[src/rtl/owm_pkg.sv]
package owm_pkg;

    typedef enum logic [1:0] {
        TT_MEM = 2'd0,
        TT_IO  = 2'd1,
        TT_MSG = 2'd2,
        TT_CFG = 2'd3
    } tt_e;

    localparam int MAX_CHUNK  = 256;
    localparam int PAGE_BYTES = 4096;
    localparam int PAGE_BITS  = 12;
    localparam int CLEN_W     = 9;

    typedef struct packed {
        logic hit;
        tt_e  ttype;
    } match_t;

    // 128 << code, capped at 256: only code 0 stays below the cap
    function automatic logic [CLEN_W-1:0] lim_bytes(input logic [2:0] code);
        return (code == 3'd0) ? 9'd128 : 9'd256;
    endfunction

    function automatic logic type_needs_rc(input tt_e t);
        return (t == TT_IO) || (t == TT_CFG);
    endfunction

endpackage

[src/rtl/owm_win_match.sv]
module owm_win_match
    import owm_pkg::*;
#(
    parameter int NWIN = 4,
    parameter int AW   = 32
) (
    input  logic [AW-1:0]      addr,
    input  logic [NWIN-1:0]    win_en,
    input  logic [NWIN*AW-1:0] win_base,
    input  logic [NWIN*AW-1:0] win_mask,
    input  logic [NWIN*AW-1:0] win_xlat,
    input  logic [2*NWIN-1:0]  win_type,
    output match_t             res,
    output logic [AW-1:0]      xaddr
);

    logic [NWIN-1:0] hitv;
    logic [AW-1:0]   xl [NWIN];

    for (genvar i = 0; i < NWIN; i++) begin : g_win
        logic [AW-1:0] m;
        assign m       = win_mask[i*AW +: AW];
        assign hitv[i] = win_en[i] && ((addr & m) == (win_base[i*AW +: AW] & m));
        assign xl[i]   = (win_xlat[i*AW +: AW] & m) | (addr & ~m);
    end

    // lowest index wins: scan from the top so lower indices override
    always_comb begin
        res.hit   = 1'b0;
        res.ttype = TT_MEM;
        xaddr     = addr;
        for (int i = NWIN - 1; i >= 0; i--) begin
            if (hitv[i]) begin
                res.hit   = 1'b1;
                res.ttype = tt_e'(win_type[2*i +: 2]);
                xaddr     = xl[i];
            end
        end
    end

endmodule

[src/rtl/owm_admit.sv]
module owm_admit
    import owm_pkg::*;
(
    input  logic   req_lock,
    input  logic   len_zero,
    input  match_t m,
    input  logic   rc_mode,
    output logic   ok
);

    logic mode_bad;

    always_comb begin
        mode_bad = !rc_mode && type_needs_rc(m.ttype);
        ok       = m.hit && !mode_bad && !req_lock && !len_zero;
    end

endmodule

[src/rtl/owm_chunk_calc.sv]
module owm_chunk_calc
    import owm_pkg::*;
#(
    parameter int LW = 13
) (
    input  logic [PAGE_BITS-1:0] addr_lo,
    input  logic [LW-1:0]        rem,
    input  logic [CLEN_W-1:0]    limit,
    output logic [CLEN_W-1:0]    chunk_len,
    output logic                 is_last
);

    localparam int MW = (LW > PAGE_BITS + 1) ? LW : PAGE_BITS + 1;

    logic [MW-1:0] rem_w, lim_w, dist_w, m1, m2;

    always_comb begin
        rem_w  = MW'(rem);
        lim_w  = MW'(limit);
        dist_w = MW'(13'(PAGE_BYTES) - {1'b0, addr_lo});
        m1     = (rem_w < lim_w) ? rem_w : lim_w;
        m2     = (m1 < dist_w) ? m1 : dist_w;
        chunk_len = CLEN_W'(m2);
        is_last   = (m2 == rem_w);
    end

endmodule

[src/rtl/owm_top.sv]
module owm_top
    import owm_pkg::*;
#(
    parameter int NWIN = 4,
    parameter int AW   = 32,
    parameter int LW   = 13
) (
    input  logic               clk,
    input  logic               rst,
    input  logic               rc_mode,
    input  logic [2:0]         mps_code,
    input  logic [2:0]         mrrs_code,
    input  logic [NWIN-1:0]    win_en,
    input  logic [NWIN*AW-1:0] win_base,
    input  logic [NWIN*AW-1:0] win_mask,
    input  logic [NWIN*AW-1:0] win_xlat,
    input  logic [2*NWIN-1:0]  win_type,
    input  logic               req_valid,
    output logic               req_ready,
    input  logic               req_write,
    input  logic               req_lock,
    input  logic [AW-1:0]      req_addr,
    input  logic [LW-1:0]      req_len,
    output logic               err_valid,
    output logic               d_valid,
    input  logic               d_ready,
    output logic               d_write,
    output logic [1:0]         d_type,
    output logic [AW-1:0]      d_addr,
    output logic [8:0]         d_len,
    output logic               d_last
);

    match_t            mres;
    logic [AW-1:0]     xaddr;
    logic              ok;
    logic              acc;
    logic              busy;
    logic [AW-1:0]     cur_addr;
    logic [LW-1:0]     rem;
    logic              cur_write;
    tt_e               cur_type;
    logic              err_q;
    logic [CLEN_W-1:0] limit;
    logic [CLEN_W-1:0] chunk_len;
    logic              is_last;

    owm_win_match #(.NWIN(NWIN), .AW(AW)) u_match (
        .addr(req_addr), .win_en(win_en), .win_base(win_base),
        .win_mask(win_mask), .win_xlat(win_xlat), .win_type(win_type),
        .res(mres), .xaddr(xaddr)
    );

    owm_admit u_admit (
        .req_lock(req_lock), .len_zero(req_len == '0), .m(mres),
        .rc_mode(rc_mode), .ok(ok)
    );

    assign limit = cur_write ? lim_bytes(mps_code) : lim_bytes(mrrs_code);

    owm_chunk_calc #(.LW(LW)) u_chunk (
        .addr_lo(cur_addr[PAGE_BITS-1:0]), .rem(rem), .limit(limit),
        .chunk_len(chunk_len), .is_last(is_last)
    );

    assign req_ready = !busy;
    assign acc       = req_valid && req_ready;

    always_ff @(posedge clk) begin
        if (rst) begin
            busy      <= 1'b0;
            cur_addr  <= '0;
            rem       <= '0;
            cur_write <= 1'b0;
            cur_type  <= TT_MEM;
            err_q     <= 1'b0;
        end else begin
            err_q <= acc && !ok;
            if (acc && ok) begin
                busy      <= 1'b1;
                cur_addr  <= xaddr;
                rem       <= req_len;
                cur_write <= req_write;
                cur_type  <= mres.ttype;
            end else if (busy && d_ready) begin
                cur_addr <= cur_addr + AW'(chunk_len);
                rem      <= rem - LW'(chunk_len);
                if (is_last) busy <= 1'b0;
            end
        end
    end

    assign err_valid = err_q;
    assign d_valid   = busy;
    assign d_write   = cur_write;
    assign d_type    = cur_type;
    assign d_addr    = cur_addr;
    assign d_len     = chunk_len;
    assign d_last    = busy && is_last;

    // chunk within the 256-byte ceiling and non-empty
    p_len_cap_r5: assert property (@(posedge clk) disable iff (rst)
        d_valid |-> (d_len != 9'd0) && (d_len <= 9'd256));
    p_dir_limit_r6: assert property (@(posedge clk) disable iff (rst)
        d_valid && !d_write |-> d_len <= lim_bytes(mrrs_code));
    // no 4 KB crossing
    p_no_cross_r7: assert property (@(posedge clk) disable iff (rst)
        d_valid |-> ({2'b00, d_addr[PAGE_BITS-1:0]} + 14'(d_len)) <= 14'd4096);
    // no new request while descriptors are pending; held descriptor stable
    p_busy_r9: assert property (@(posedge clk) disable iff (rst)
        d_valid |-> !req_ready);
    p_hold_r9: assert property (@(posedge clk) disable iff (rst)
        d_valid && !d_ready |=> d_valid && $stable(d_addr) && $stable(d_len));
    // error response never overlaps descriptor output
    p_err_excl_r2: assert property (@(posedge clk) disable iff (rst)
        err_valid |-> !d_valid);
    // endpoint mode never issues I/O or configuration descriptors
    p_ep_gate_r3: assert property (@(posedge clk) disable iff (rst)
        d_valid && !rc_mode && $stable(rc_mode) && $past(acc)
            |-> (d_type == 2'd0) || (d_type == 2'd2));
    // locked request never starts descriptor output
    p_lock_r4: assert property (@(posedge clk) disable iff (rst)
        acc && req_lock |=> !d_valid && err_valid);

endmodule

[config.mk]
export PLATFORM = sky130hd
export DESIGN_NAME = owm_top
export DESIGN_NICKNAME = d
export VERILOG_FILES = /design/src/rtl/owm_pkg.sv /design/src/rtl/owm_win_match.sv /design/src/rtl/owm_admit.sv /design/src/rtl/owm_chunk_calc.sv /design/src/rtl/owm_top.sv
export SDC_FILE = /design/constraint.sdc
export NUM_CORES = 1
export LEC_CHECK = 0
export ABC_CLOCK_PERIOD_IN_PS = 25000
export BUFFER_PORTS_ARGS = -buffer_cell sky130_fd_sc_hd__buf_2
export CORE_AREA = 2 2 197 199
export DETAILED_ROUTE_END_ITERATION = 6
export DIE_AREA = 0 0 199 201
export GPL_ROUTABILITY_DRIVEN = 0
export GPL_TIMING_DRIVEN = 0
export PLACE_DENSITY = 0.6
export SETUP_SLACK_MARGIN = 0.02
export SKIP_LAST_GASP = 1
export SLEW_MARGIN = 40
export SYNTH_ARGS = -nofsm -noshare
export SYNTH_HDL_FRONTEND = slang
export SYNTH_HIERARCHICAL = 1
export SYNTH_SLANG_ARGS = --single-unit
[constraint.sdc]
create_clock -name clk -period 25 [get_ports clk]
set_input_delay 7.5 -clock clk [delete_from_list [all_inputs] [get_ports clk]]
set_output_delay 7.5 -clock clk [all_outputs]
set_load 0.02 [all_outputs]
# == Word-level counts from Yosys, hierarchy flattened ==
# Index checks and enable logic that the tools add are counted.
# word_totals
output_inout_bits,48
ff_bits,50
wordCells,88
# op_classes
muxes,20
eq_ne,7
bitwise,24
order_cmp,2
addsub,3
reduce_logical,26
# op_table
cell,count
32-bit bitwise AND,16
32-bit 2-to-1 mux,6
32-bit equality test,4
32-bit NOT,4
32-bit OR,4
13-bit 2-to-1 mux,4
32-bit by 9-bit adder with 32-bit output,1
9-bit 2-to-1 mux,3
13-bit equality test,1
1-bit logical AND,13
13-bit logical NOT,1
13-bit less-than comparator,1
13-bit by 9-bit less-than comparator with 1-bit output,1
"13-bit by 12-bit subtractor with 13-bit output, first input constant",1
13-bit by 9-bit subtractor with 13-bit output,1
3-bit 2-to-1 mux,4
1-bit logical NOT,6
3-bit logical NOT,2
2-bit nonzero test,2
1-bit 2-to-1 mux,3
"2-bit by 1-bit equality test with 1-bit output, second input constant",1
"2-bit equality test, second input constant",1
2-bit AND reduction,1
1-bit logical OR,1

# == Longest topological paths before layout ==
# depth
word_depth,17
ltp_mapped,29

# == By module ==
# The synthesis kept the hierarchy.
# modules_own_cells
module,cells_per_inst,instances,area_per_inst_um2
owm_win_match,628,1,4764.6
owm_top,423,1,3363.2
owm_chunk_calc,175,1,1228.7
owm_admit,2,1,28.8

# == Worst setup path after synthesis ==
# No wires, ideal clock.
# synth_path
path_kind,input port to output port
startpoint,input port mrrs_code[1]
endpoint,output port d_last
slack_ps,5526
required_ps,17500
arrival_ps,11974
path_stages,22
n_path_buf,2
cell_sequence,nor4_1 a21oi_1 inv_1 inv_1 ha_1 a21oi_1 a21boi_0 a211oi_1 clkbuf_1 clkbuf_1 nand2_1 o21ai_0 ha_1 a21o_1 a21o_1 a21o_1 a211o_1 a31oi_4 mux2i_1 a22oi_1 o2111a_1 and2_1
# synth_via
elab_chain_len,9
# synth_lines
element,line,source
start: declaration,owm_top.sv:12,"input logic [2:0] mrrs_code,"
3-bit logical NOT (*),owm_pkg.sv:22,return (code == 3'd0) ? 9'd128 : 9'd256;
9-bit 2-to-1 mux (*),owm_pkg.sv:22,
9-bit 2-to-1 mux (*),owm_top.sv:59,assign limit = cur_write ? lim_bytes(mps_code) : lim_bytes(mrrs_code);
net limit[8],owm_top.sv:44,logic [CLEN_W-1:0] limit;
13-bit by 9-bit less-than comparator with 1-bit output,owm_chunk_calc.sv:21,m1 = (rem_w < lim_w) ? rem_w : lim_w;
13-bit 2-to-1 mux (*),owm_chunk_calc.sv:21,
13-bit less-than comparator,owm_chunk_calc.sv:22,m2 = (m1 < dist_w) ? m1 : dist_w;
13-bit 2-to-1 mux (*),owm_chunk_calc.sv:22,
net d_len[7],owm_top.sv:30,"output logic [8:0] d_len,"
13-bit equality test (*),owm_chunk_calc.sv:24,is_last = (m2 == rem_w);
net is_last,owm_top.sv:46,logic is_last;
1-bit logical AND (*),owm_top.sv:99,assign d_last = busy && is_last;
end: declaration,owm_top.sv:31,output logic d_last
# Mark *: on every way through the listed nets, which the timed path passes. The rest lies on a longest branch.

# == Final worst setup path ==
# layout_path
startpoint,input port mrrs_code[1]
endpoint,output port d_last
# layout_via
elab_chain_len,9
# layout_lines
element,line
3-bit logical NOT (*),owm_pkg.sv:22
9-bit 2-to-1 mux (*),owm_pkg.sv:22
9-bit 2-to-1 mux (*),owm_top.sv:59
net limit[8],owm_top.sv:44
13-bit by 9-bit less-than comparator with 1-bit output,owm_chunk_calc.sv:21
13-bit 2-to-1 mux (*),owm_chunk_calc.sv:21
13-bit less-than comparator,owm_chunk_calc.sv:22
13-bit 2-to-1 mux (*),owm_chunk_calc.sv:22
13-bit equality test (*),owm_chunk_calc.sv:24
net is_last,owm_top.sv:46
1-bit logical AND (*),owm_top.sv:99
# Marks and branches as above.

==> flow_metrics.env <==
export IMPL_peakVddDrop_mv=0.0242
export IMPL_drt_iter0_markers=1455
export IMPL_post_cts_setup_buffers=0
export IMPL_drive_gt1_share_pct=32.4
export IMPL_p_leak_nw=5.92
export IMPL_async_flop_share_pct=0
export IMPL_grt_pass1_wl_um=88500
export IMPL_grt_max_degree=15
export IMPL_die_h_um=201
export IMPL_crit_type="input pin to primary output"
export IMPL_clock_path_buffers=2
export IMPL_ant_nets=0
export IMPL_finalCritPeriodShare_pct=81.0
export IMPL_max_cap_violations=0
export IMPL_postRouteWirelength_um=66700
export IMPL_violations="design-rule violations"
export IMPL_route_detailed_drc=1
export IMPL_max_freq_mhz=49.4
export IMPL_fillers=4167
export IMPL_cp_arrival_ns=12.75
export IMPL_clk_latency_ns=0.30
export IMPL_min_path_type="register to register"
export IMPL_dp_hpwl_um=57200
export IMPL_ys_types=85
export IMPL_cp_max_fo=10
export IMPL_clock_sinks=50
export IMPL_post_route_min_period_ns=20.25
export IMPL_nNetsFinal=2215
export IMPL_grt_setup_unrepaired="false"
export IMPL_via_per_inst=5.72
export IMPL_synth_edf_count=0
export IMPL_fp_dieW_um=199
export IMPL_skew_ns=0.0108
export IMPL_firstDrtPassIters=7
export IMPL_cts_tree="yes"
export IMPL_slew_viol_final=0
export IMPL_r2r_cells=28
export IMPL_cts_clk_slew_worst_paths_ns=0.06
export IMPL_antenna_found_initial=48
export IMPL_syn_area_per_cell_um2=7.64
export IMPL_die_area_um2=40000
export IMPL_wire_per_inst_um=29.2
export IMPL_ctsHoldBuffers=0
export IMPL_endpoint_kind="primary output"
export IMPL_cts_root_buf="clkbuf_16"
export IMPL_finalHoldViolations=0
export IMPL_fin_hold_ws_ns=0.456
export IMPL_port_buffers=468
export IMPL_ys_seq_elements=50
export IMPL_setup_viol=0
export IMPL_crit_required_ns=17.50
export IMPL_worst_slew_pin_slew_ns=0.933
export IMPL_final_cell_mix="493 x buf_2, 146 x nand3_1, 140 x xor2_1, 133 x mux2i_1, 77 x a21oi_1"
export IMPL_start_kind="input pin"
export IMPL_vias=13000
export IMPL_std_cell_rows=72
export IMPL_syn_cell_area_um2=9390
export IMPL_ys_flop_type="dfxtp_1"
export IMPL_overflow=0
export IMPL_status="finished, violations left"
export IMPL_ctsResizeCount=0
export IMPL_cts_made_buffers=5
export IMPL_relSlewSlack_pct=37.8
export IMPL_multi_input_area_um2=7720
export IMPL_htreeDepth=2
export IMPL_area_growth_pct=35.3
export IMPL_synthCells=1228
export IMPL_ys_seq_area_share_pct=10.7
export IMPL_grt_total_usage_pct=31.5
export IMPL_pwr_density_cell_nw_per_um2=23.0
export IMPL_ios=502
export IMPL_yosys_warnings=6
export IMPL_core_region_area_um2=38100
export IMPL_worstHoldPathCells=2
export IMPL_first_global_vias=12200
export IMPL_final_common_cell="buf_2"
export IMPL_seq_area_um2=1000
export IMPL_initial_core_util_pct=24.6
export IMPL_fin_setup_tns_ns=0
==> power breakdown <==
part	internal (W)	total, W	switching (W)
logic	0.0000562	0.000139	0.0000830
clock network	0.0000399	0.0000734	0.0000335
registers	0.0000796	0.0000797	0.0000000352
total	0.000176	0.000292	0.000117
==> layer usage <==
| metal | vias up | share of wire (%) | track usage (%) |
|---|---|---|---|
| met1 | 6209 | 37 | 36.7 |
| met4 | 8 | 7.0 | 23.0 |
| met3 | 195 | 11 | 7.73 |
| met5 | - | 0.075 | 0 |
| met2 | 969 | 45 | 49.9 |
| li1 | 5653 | - | - |
==> synthesized netlist by cell type (all sizes together) (31+ instances only) <==
master,number,area (um2)
nand3,146,731
xor2,140,1230
mux2i,133,1330
a21oi,77,385
a22oi,69,518
nand2,61,229
dfxtp,50,1000
nor2,49,189
buf,48,365
clkbuf,46,223
ha,39,488
o21ai,37,185
inv,35,131
o221ai,33,289
nand4,31,224
==> critical path: stages <==
cell and delay [ns]:
buf_2 0.09, nor4_1 0.24, a21oi_1 0.12, inv_1 0.07, inv_1 0.06, ha_1 0.31, a21oi_1 0.14, a21boi_0 0.12
a211oi_1 0.37, clkbuf_1 0.36, clkbuf_1 0.34, nand2_1 0.09, o21ai_0 0.11, ha_1 0.29, a21o_1 0.17, a21o_1 0.18
a21o_1 0.19, a211o_1 0.32, a31oi_4 0.34, mux2i_1 0.56, a22oi_1 0.18, o2111a_1 0.26, and2_1 0.18, buf_2 0.15
==> final timing paths <==
kind / start / endpoint / slack, ns
max reg2reg: d_write / d_addr[23] / 17.82
min reg2reg: d_type[0] / d_type[0] / 0.46
max: mrrs_code[1] / d_last / 4.75
min: d_type[0] / d_type[0] / 0.46
==> through the flow <==
stage | setup slack, ns | instances | area [um2] | util [%] | power [W]
detailed placement | 4.77 | 2231 | 12500 | 32.7 | 0.000216
CTS | 4.76 | 2239 | 12600 | 33.1 | 0.000289
finish | 4.75 | 2279 | 12700 | 33.3 | 0.000292
global route | 4.37 | 2269 | 12700 | 33.3 | 0.000300
global placement | 4.80 | 2230 | 12400 | 32.6 | 0.000215
floorplan | 5.53 | 1244 | 9450 | - | 0.000138
==> logic make-up after synthesis <==
| group | share of synthesized area (%) |
|---|---|
| compound gates | 23.7 |
| buf+inv | 7.85 |
| simple gates | 22.1 |
| fa+ha+maj | 5.63 |
| xor+xnor | 15.5 |
| other cells | 0.0800 |
| flops | 10.7 |
| mux | 14.4 |
==> flip-flops by register name, summed over array words and instances (netlist names) <==
register / cells
err_valid: 1
rem: 13
d_addr: 32
d_type: 2
d_write: 1
d_valid: 1
==> cell type report <==
cell class / instances / area share, %
repair buffers: 469 / 18.5
clock buffers: 7 / 1.12
multi-input cells: 1063 / 60.8
flip-flops and latches: 50 / 7.88
diodes: 40 / 0.788
well taps: 518 / 5.10
plain buffers: 96 / 4.77
clock inverters: 1 / 0.0394
inverters: 35 / 1.03
(Power assumes the default switching activity.)
